File: src/rtl/bau_pkg.sv
package bau_pkg;
  typedef enum logic [1:0] {
    CMD_IDLE    = 2'd0,
    CMD_ADDR    = 2'd1,
    CMD_ADDR_LE = 2'd2,
    CMD_DATA    = 2'd3
  } bau_cmd_e;
endpackage

File: src/rtl/bau_addr_gen.sv
module bau_addr_gen #(
  parameter int DATA_W = 64,
  parameter int OFS_W  = 3
) (
  input  logic [DATA_W-1:0] a_i,
  input  logic [DATA_W-1:0] b_i,
  input  logic              le_i,
  output logic [DATA_W-1:0] addr_o,
  output logic [OFS_W-1:0]  ofs_o
);
  logic [DATA_W-1:0] sum;
  logic [DATA_W-1:0] neg;

  assign sum    = a_i + b_i;
  assign neg    = ~sum + {{(DATA_W-1){1'b0}}, 1'b1};
  assign addr_o = {sum[DATA_W-1:OFS_W], {OFS_W{1'b0}}};
  assign ofs_o  = le_i ? neg[OFS_W-1:0] : sum[OFS_W-1:0];
endmodule

File: src/rtl/bau_funnel.sv
module bau_funnel #(
  parameter int DATA_W = 64,
  parameter int BYTES  = DATA_W / 8,
  parameter int OFS_W  = $clog2(BYTES)
) (
  input  logic [DATA_W-1:0] hi_i,
  input  logic [DATA_W-1:0] lo_i,
  input  logic [OFS_W-1:0]  ofs_i,
  output logic [DATA_W-1:0] out_o
);
  localparam int WIDE_W = 2 * DATA_W;

  logic [WIDE_W-1:0] wide;
  logic [DATA_W-1:0] cand [BYTES];

  assign wide = {hi_i, lo_i};

  // one fixed window per offset; offset 0 takes hi_i alone
  for (genvar k = 0; k < BYTES; k++) begin : g_win
    assign cand[k] = wide[WIDE_W-1-8*k -: DATA_W];
  end

  assign out_o = cand[ofs_i];
endmodule

File: src/rtl/bau_ofs_reg.sv
module bau_ofs_reg #(
  parameter int OFS_W = 3
) (
  input  logic             clk_i,
  input  logic             rst_ni,
  input  logic             we_i,
  input  logic [OFS_W-1:0] d_i,
  output logic [OFS_W-1:0] q_o
);
  always_ff @(posedge clk_i or negedge rst_ni) begin
    if (!rst_ni)   q_o <= '0;
    else if (we_i) q_o <= d_i;
  end
endmodule

File: src/rtl/byte_align_unit.sv
module byte_align_unit
  import bau_pkg::*;
#(
  parameter int DATA_W = 64,
  parameter int BYTES  = DATA_W / 8,
  parameter int OFS_W  = $clog2(BYTES)
) (
  input  logic              clk_i,
  input  logic              rst_ni,
  input  logic [1:0]        cmd_i,
  input  logic [DATA_W-1:0] opa_i,
  input  logic [DATA_W-1:0] opb_i,
  output logic [DATA_W-1:0] res_o,
  output logic [OFS_W-1:0]  ofs_o
);
  bau_cmd_e          cmd;
  logic              is_addr;
  logic [DATA_W-1:0] addr_res;
  logic [OFS_W-1:0]  ofs_nxt;
  logic [DATA_W-1:0] data_res;

  assign cmd     = bau_cmd_e'(cmd_i);
  assign is_addr = (cmd == CMD_ADDR) || (cmd == CMD_ADDR_LE);

  bau_addr_gen #(.DATA_W(DATA_W), .OFS_W(OFS_W)) u_addr (
    .a_i    (opa_i),
    .b_i    (opb_i),
    .le_i   (cmd == CMD_ADDR_LE),
    .addr_o (addr_res),
    .ofs_o  (ofs_nxt)
  );

  bau_ofs_reg #(.OFS_W(OFS_W)) u_ofs (
    .clk_i  (clk_i),
    .rst_ni (rst_ni),
    .we_i   (is_addr),
    .d_i    (ofs_nxt),
    .q_o    (ofs_o)
  );

  bau_funnel #(.DATA_W(DATA_W), .BYTES(BYTES), .OFS_W(OFS_W)) u_fun (
    .hi_i  (opa_i),
    .lo_i  (opb_i),
    .ofs_i (ofs_o),
    .out_o (data_res)
  );

  always_comb begin
    unique case (cmd)
      CMD_ADDR, CMD_ADDR_LE: res_o = addr_res;
      CMD_DATA:              res_o = data_res;
      default:               res_o = '0;
    endcase
  end
endmodule

File: config.mk
export PLATFORM = sky130hd
export DESIGN_NAME = byte_align_unit
export DESIGN_NICKNAME = d
export VERILOG_FILES = /design/src/rtl/bau_pkg.sv /design/src/rtl/bau_addr_gen.sv /design/src/rtl/bau_funnel.sv /design/src/rtl/bau_ofs_reg.sv /design/src/rtl/byte_align_unit.sv
export SDC_FILE = /design/constraint.sdc
export NUM_CORES = 1
export LEC_CHECK = 0
export ABC_AREA = 1
export ABC_CLOCK_PERIOD_IN_PS = 3100
export BUFFER_PORTS_ARGS = -buffer_cell sky130_fd_sc_hd__buf_2
export CAP_MARGIN = 20
export CORE_ASPECT_RATIO = 1.4
export CORE_UTILIZATION = 40
export CTS_CLUSTER_DIAMETER = 100
export CTS_CLUSTER_SIZE = 12
export DETAILED_ROUTE_END_ITERATION = 6
export MAX_ROUTING_LAYER = met4
export PLACE_DENSITY_LB_ADDON = 0.3
export SETUP_SLACK_MARGIN = 0.02
export SYNTH_ARGS = -nofsm -noshare
export SYNTH_HDL_FRONTEND = slang
export SYNTH_HIERARCHICAL = 1
export SYNTH_SLANG_ARGS = --single-unit
File: constraint.sdc
create_clock -name clk_i -period 3.1 [get_ports clk_i]
set_input_delay 0.62 -clock clk_i [delete_from_list [all_inputs] [get_ports clk_i]]
set_output_delay 0.62 -clock clk_i [all_outputs]
set_load 0.01 [all_outputs]
Word level (Yosys, flattened, before mapping)
Cells that the tools add are included.
{"block": "word_totals", "ff_bits": 3, "wordCells": 16}
{"block": "op_classes", "n_reduce_logical": 2, "bitwise_logic": 2, "order_cmp": 1, "muxes": 5, "eq_ne": 3, "n_addsub": 2}
{"operator": "binary-select mux 64 bit (select 3 bit)", "count": 1}
{"operator": "two-way mux 64 bit", "count": 2}
{"operator": "case mux 64 bit (2 select lines)", "count": 1}
{"operator": "adder 64 bit", "count": 1}
{"operator": "== test 2 bit (second input constant)", "count": 2}
{"operator": ">= comparator 4 bit (second input constant)", "count": 1}
{"operator": "NOT 3 -> 4 bit", "count": 1}
{"operator": "adder 3 x 1 -> 3 bit (second input constant)", "count": 1}
{"operator": "two-way mux 3 bit", "count": 1}
{"operator": "NOT 3 bit", "count": 1}
{"operator": "== test 2 x 1 -> 1 bit (second input constant)", "count": 1}
{"operator": "OR reduction 2 bit", "count": 1}
{"operator": "logical OR 1 bit", "count": 1}

Depth between registers and ports, before layout
{"block": "depth", "word_depth": 5, "depth_mapped": 16}

Modules after synthesis
The synthesis kept the hierarchy.
{"mod": "bau_addr_gen", "area_per_inst_um2": 6084.6, "cells_per_inst": 1305, "instances": 1}
{"mod": "bau_funnel", "area_per_inst_um2": 3259.4, "cells_per_inst": 748, "instances": 1}
{"mod": "byte_align_unit", "area_per_inst_um2": 1116.1, "cells_per_inst": 218, "instances": 1}
{"mod": "bau_ofs_reg", "area_per_inst_um2": 112.6, "cells_per_inst": 13, "instances": 1}

Least setup slack after synthesis
Ideal clock, no wire load.
{"block": "synth_path", "path_kind": "input to output", "start": "input port opa_i[0]", "end": "output port res_o[32]", "n_path_buf": 0, "t_required_ns": 2.480, "arrival_time_ns": 2.322, "path_stages": 15, "slack_ns": 0.158, "cell_sequence": "ha_1 inv_1 fa_1 inv_1 nand3_1 nand2_2 nand2_1 nand2_2 nand3_1 nand2_2 nand2_1 nand2_1 xor2_1 nand2_1 a21oi_1"}
{"block": "synth_between", "elab_cells_between_ends": 5}
{"item": "start: declaration", "line": "byte_align_unit.sv:11", "source": "input logic [DATA_W-1:0] opa_i,"}
{"item": "adder 64 bit", "line": "bau_addr_gen.sv:14", "source": "assign sum = a_i + b_i;"}
{"item": "named net addr_res[32]", "line": "byte_align_unit.sv:18", "source": "logic [DATA_W-1:0] addr_res;"}
{"item": "case mux 64 bit (2 select lines)", "line": "byte_align_unit.sv:49", "source": "unique case (cmd)"}
{"item": "end: declaration", "line": "byte_align_unit.sv:13", "source": "output logic [DATA_W-1:0] res_o,"}
The timed path passes the listed nets, and every way through them passes these cells. The select of a mux whose other input is x is not followed.

Worst setup path in the final report
{"block": "layout_path", "start": "input port opa_i[4]", "end": "output port res_o[8]"}
The elaborated chain is that of the path after synthesis.

==> results.cfg <==
[timing]
worst_pin_slew_ps = 555
slew_violations = 0
rsz0062_at_grt = true
hold_viol_final = 0
setup_viol = 55
finalClockSkew_ps = 0
tns_ps = -10410
finalCriticalPeriod_ps = 3520
fin_ws_ps = -422
finalCritPeriodShare = 1.14
fmax_mhz = 284
slew_headroom = 0.630

[floorplanning]
dieArea_um2 = 27100
core_um2 = 26000
rows = 70
start_util = 0.406
ios = 199
fp.dieW_um = 139
die_h_um = 194

[synthesis]
mappedNetlistArea_um2 = 10600
synth_warnings = 6
ys_seq_area_frac = 0.00710
ys_ff_latch = 3
syn_area_per_cell_um2 = 4.63
syn_inst = 2284
synth_cell_types = 32
yosysTopAreaCell = nand2_1
synth_top_area_share = 0.383
synth_area_leaders = nand2_1 38%, nand3_1 16%, inv_1 13%

[routing]
drc = 2
via_per_inst = 5.81
ant_nets = 0
met2_length_um = 31700
routed_wl_um = 74900
met1_length_um = 24400
wl_per_cell_um = 23.8
top_layer_used = met4
drtPass1Iterations = 7
first_iter_violations = 2387
dr_wl_met3_um = 8970
vias = 18300

[cts]
clkSinkCount = 3
numCtsBuffers = 3
cts_tree = built
htree_levels = 1
cts.reportedPaths.clkPinSlew_ps = 30
clock_latency_ps = 220
hold_buffers = 0
cts_buffer_depth = 2
cts_root_buffer = clkbuf_16

[worst_hold_path]
hold_class = input pin to async pin

[placement]
numPortBuffers = 198
hpwl_um = 52500
dpl_worst_slack_ps = -436
place_congestion = 1.12

[critical_path]
crit_fanout = 4
cp_slowest_cell = ha_4
worst_setup_path_end_kind = output port
crit_chain = buf_2 -> ha_4 -> nand2_2 -> nor2_1 -> buf_4 -> nand2_4 -> nand2_4 -> buf_4 -> xor2_1 -> nand2_1 -> a21oi_1 -> buf_2
startpoint_type = input pin
critPathKind = input pin to output port
critical_path_arrival_ps = 2900
required_ps = 2480
cp_slowest_stage_delay_ps = 320

[global_route]
grt_usage = 0.497
grt_pass1_vias = 16400
grt_pass1_wl_um = 97500
gr-total-overflow = 0
grt_max_degree = 121
antenna_found_initial = 3

[power]
power.leakage_nw = 10.6
ir_drop_mv = 0.278
p_per_area_nw_per_um2 = 318

[finish]
top_register = u_ofs/q_o
drive_gt1_frac = 0.444
area_growth_pct = 77.4
layout.nets = 3024
fillers = 2165
reg_top3 = u_ofs/q_o x3
largest_reg_flops = 3

[job]
max_cap_violations = 0

[outcome]
status = finished with violations
violations = design-rule violations, negative setup slack
-- logic make-up after synthesis --
family          after synthesis  share of synthesized area
compound gates              110                     0.0599
fa+ha+maj                    68                     0.0812
buf+inv                     455                      0.182
simple gates               1614                      0.643
xor+xnor                     33                     0.0273
other cells                   1                   0.000355
flops                         3                    0.00710
-- synthesized netlist by cell type --
master    count
nor4_2        2
nand4_1      13
buf_4        13
buf_2        40
nor2_2       20
buf_6        15
dfrtp_1       3
inv_1       360
a21oi_1      84
nand3_1     345
nor3_2        4
or2_2         2
xor2_1       31
nand2_2      27
o21ai_0       3
inv_2        10
ha_1         67
nand2_4       1
clkinv_1      2
nand3_4       1
nand3_2       9
fa_1          1
nand2_1    1078
a21oi_2      20
nor2_4        2
nor2_1       99
buf_1         9
o21bai_1      3
conb_1        1
clkbuf_1      6
nor3_1       11
xnor2_1       2
-- final cells by class --
class | count | area [µm²] | area share
antenna | 3 | 7.51 | 0.000400
clock buffer | 4 | 78.8 | 0.00420
inverter | 372 | 1430 | 0.0761
multi-input combinational | 1828 | 11700 | 0.626
sequential | 3 | 83.8 | 0.00447
tap | 324 | 405 | 0.0216
timing repair buffer | 616 | 5000 | 0.267
-- through the flow --
step / power, mW / utilization / cells / hold slack, ps / cell area [µm²]
finish: 5.96 / 0.721 / 3150 / 206 / 18800
global route: 6.22 / 0.721 / 3150 / 203 / 18800
CTS: 5.12 / 0.642 / 3113 / 190 / 16700
detailed placement: 4.42 / 0.551 / 3087 / 422 / 14300
global placement: 4.40 / 0.551 / 3087 / 417 / 14300
floorplan: 2.62 / - / 2286 / 324 / 10600
-- per-layer routing --
metal | vias to the layer above | track usage
met5 | - | -
met2 | 1397 | 0.774
met1 | 8224 | 0.530
met3 | 540 | 0.0751
met4 | 0 | 0.497
li1 | 8136 | -
-- timing repair --
item / 4_1_cts / 5_1_grt
cloned: 0 / 0
setup buffers: 22 / 37
pin swaps: 144 / 225
endpoints found under the setup margin: 56 / 56
resized for setup: 481 / 519
-- power breakdown --
| part | internal [mW] | switching [mW] |
|---|---|---|
| logic | 2.13 | 3.56 |
| registers | 0.0526 | 0.0143 |
| clock network | 0.170 | 0.0362 |
-- placed cells by master (no fill, tap or decap), types with 58 or more instances in the layout --
cell	instances
nor2_4	58
buf_2	126
buf_6	122
inv_1	290
nand2_4	103
nand3_1	318
ha_4	61
inv_2	68
nand2_1	818
buf_4	343
nand2_2	175
-- path summary, 6_finish.rpt --
path / from / to / slack, ps / cells past startpoint
hold / removal: rst_ni / u_ofs/q_o[0]$_DFFE_PN0P_ / 210 / 1
hold reg to reg: u_ofs/q_o[2]$_DFFE_PN0P_ / u_ofs/q_o[2]$_DFFE_PN0P_ / 830 / 3
setup reg to reg: u_ofs/q_o[0]$_DFFE_PN0P_ / u_ofs/q_o[0]$_DFFE_PN0P_ / 1930 / 3
max in group asynchronous: rst_ni / u_ofs/q_o[1]$_DFFE_PN0P_ / 2750 / 1
min in group clk_i: opb_i[0] / u_ofs/q_o[0]$_DFFE_PN0P_ / 810 / 4
setup / recovery: opa_i[4] / res_o[8] / -420 / 12
-- worst max-delay path: cells and delay by family --
kind / cells / cell delay, ps
AOI/OAI and AO/OA: 1 / 290
xor gates and xnor gates: 1 / 220
adders and majority gates: 1 / 320
buffers and inverters: 4 / 830
and+or+nand+nor: 5 / 600
Note: power is estimated with default switching activity, not from simulation.
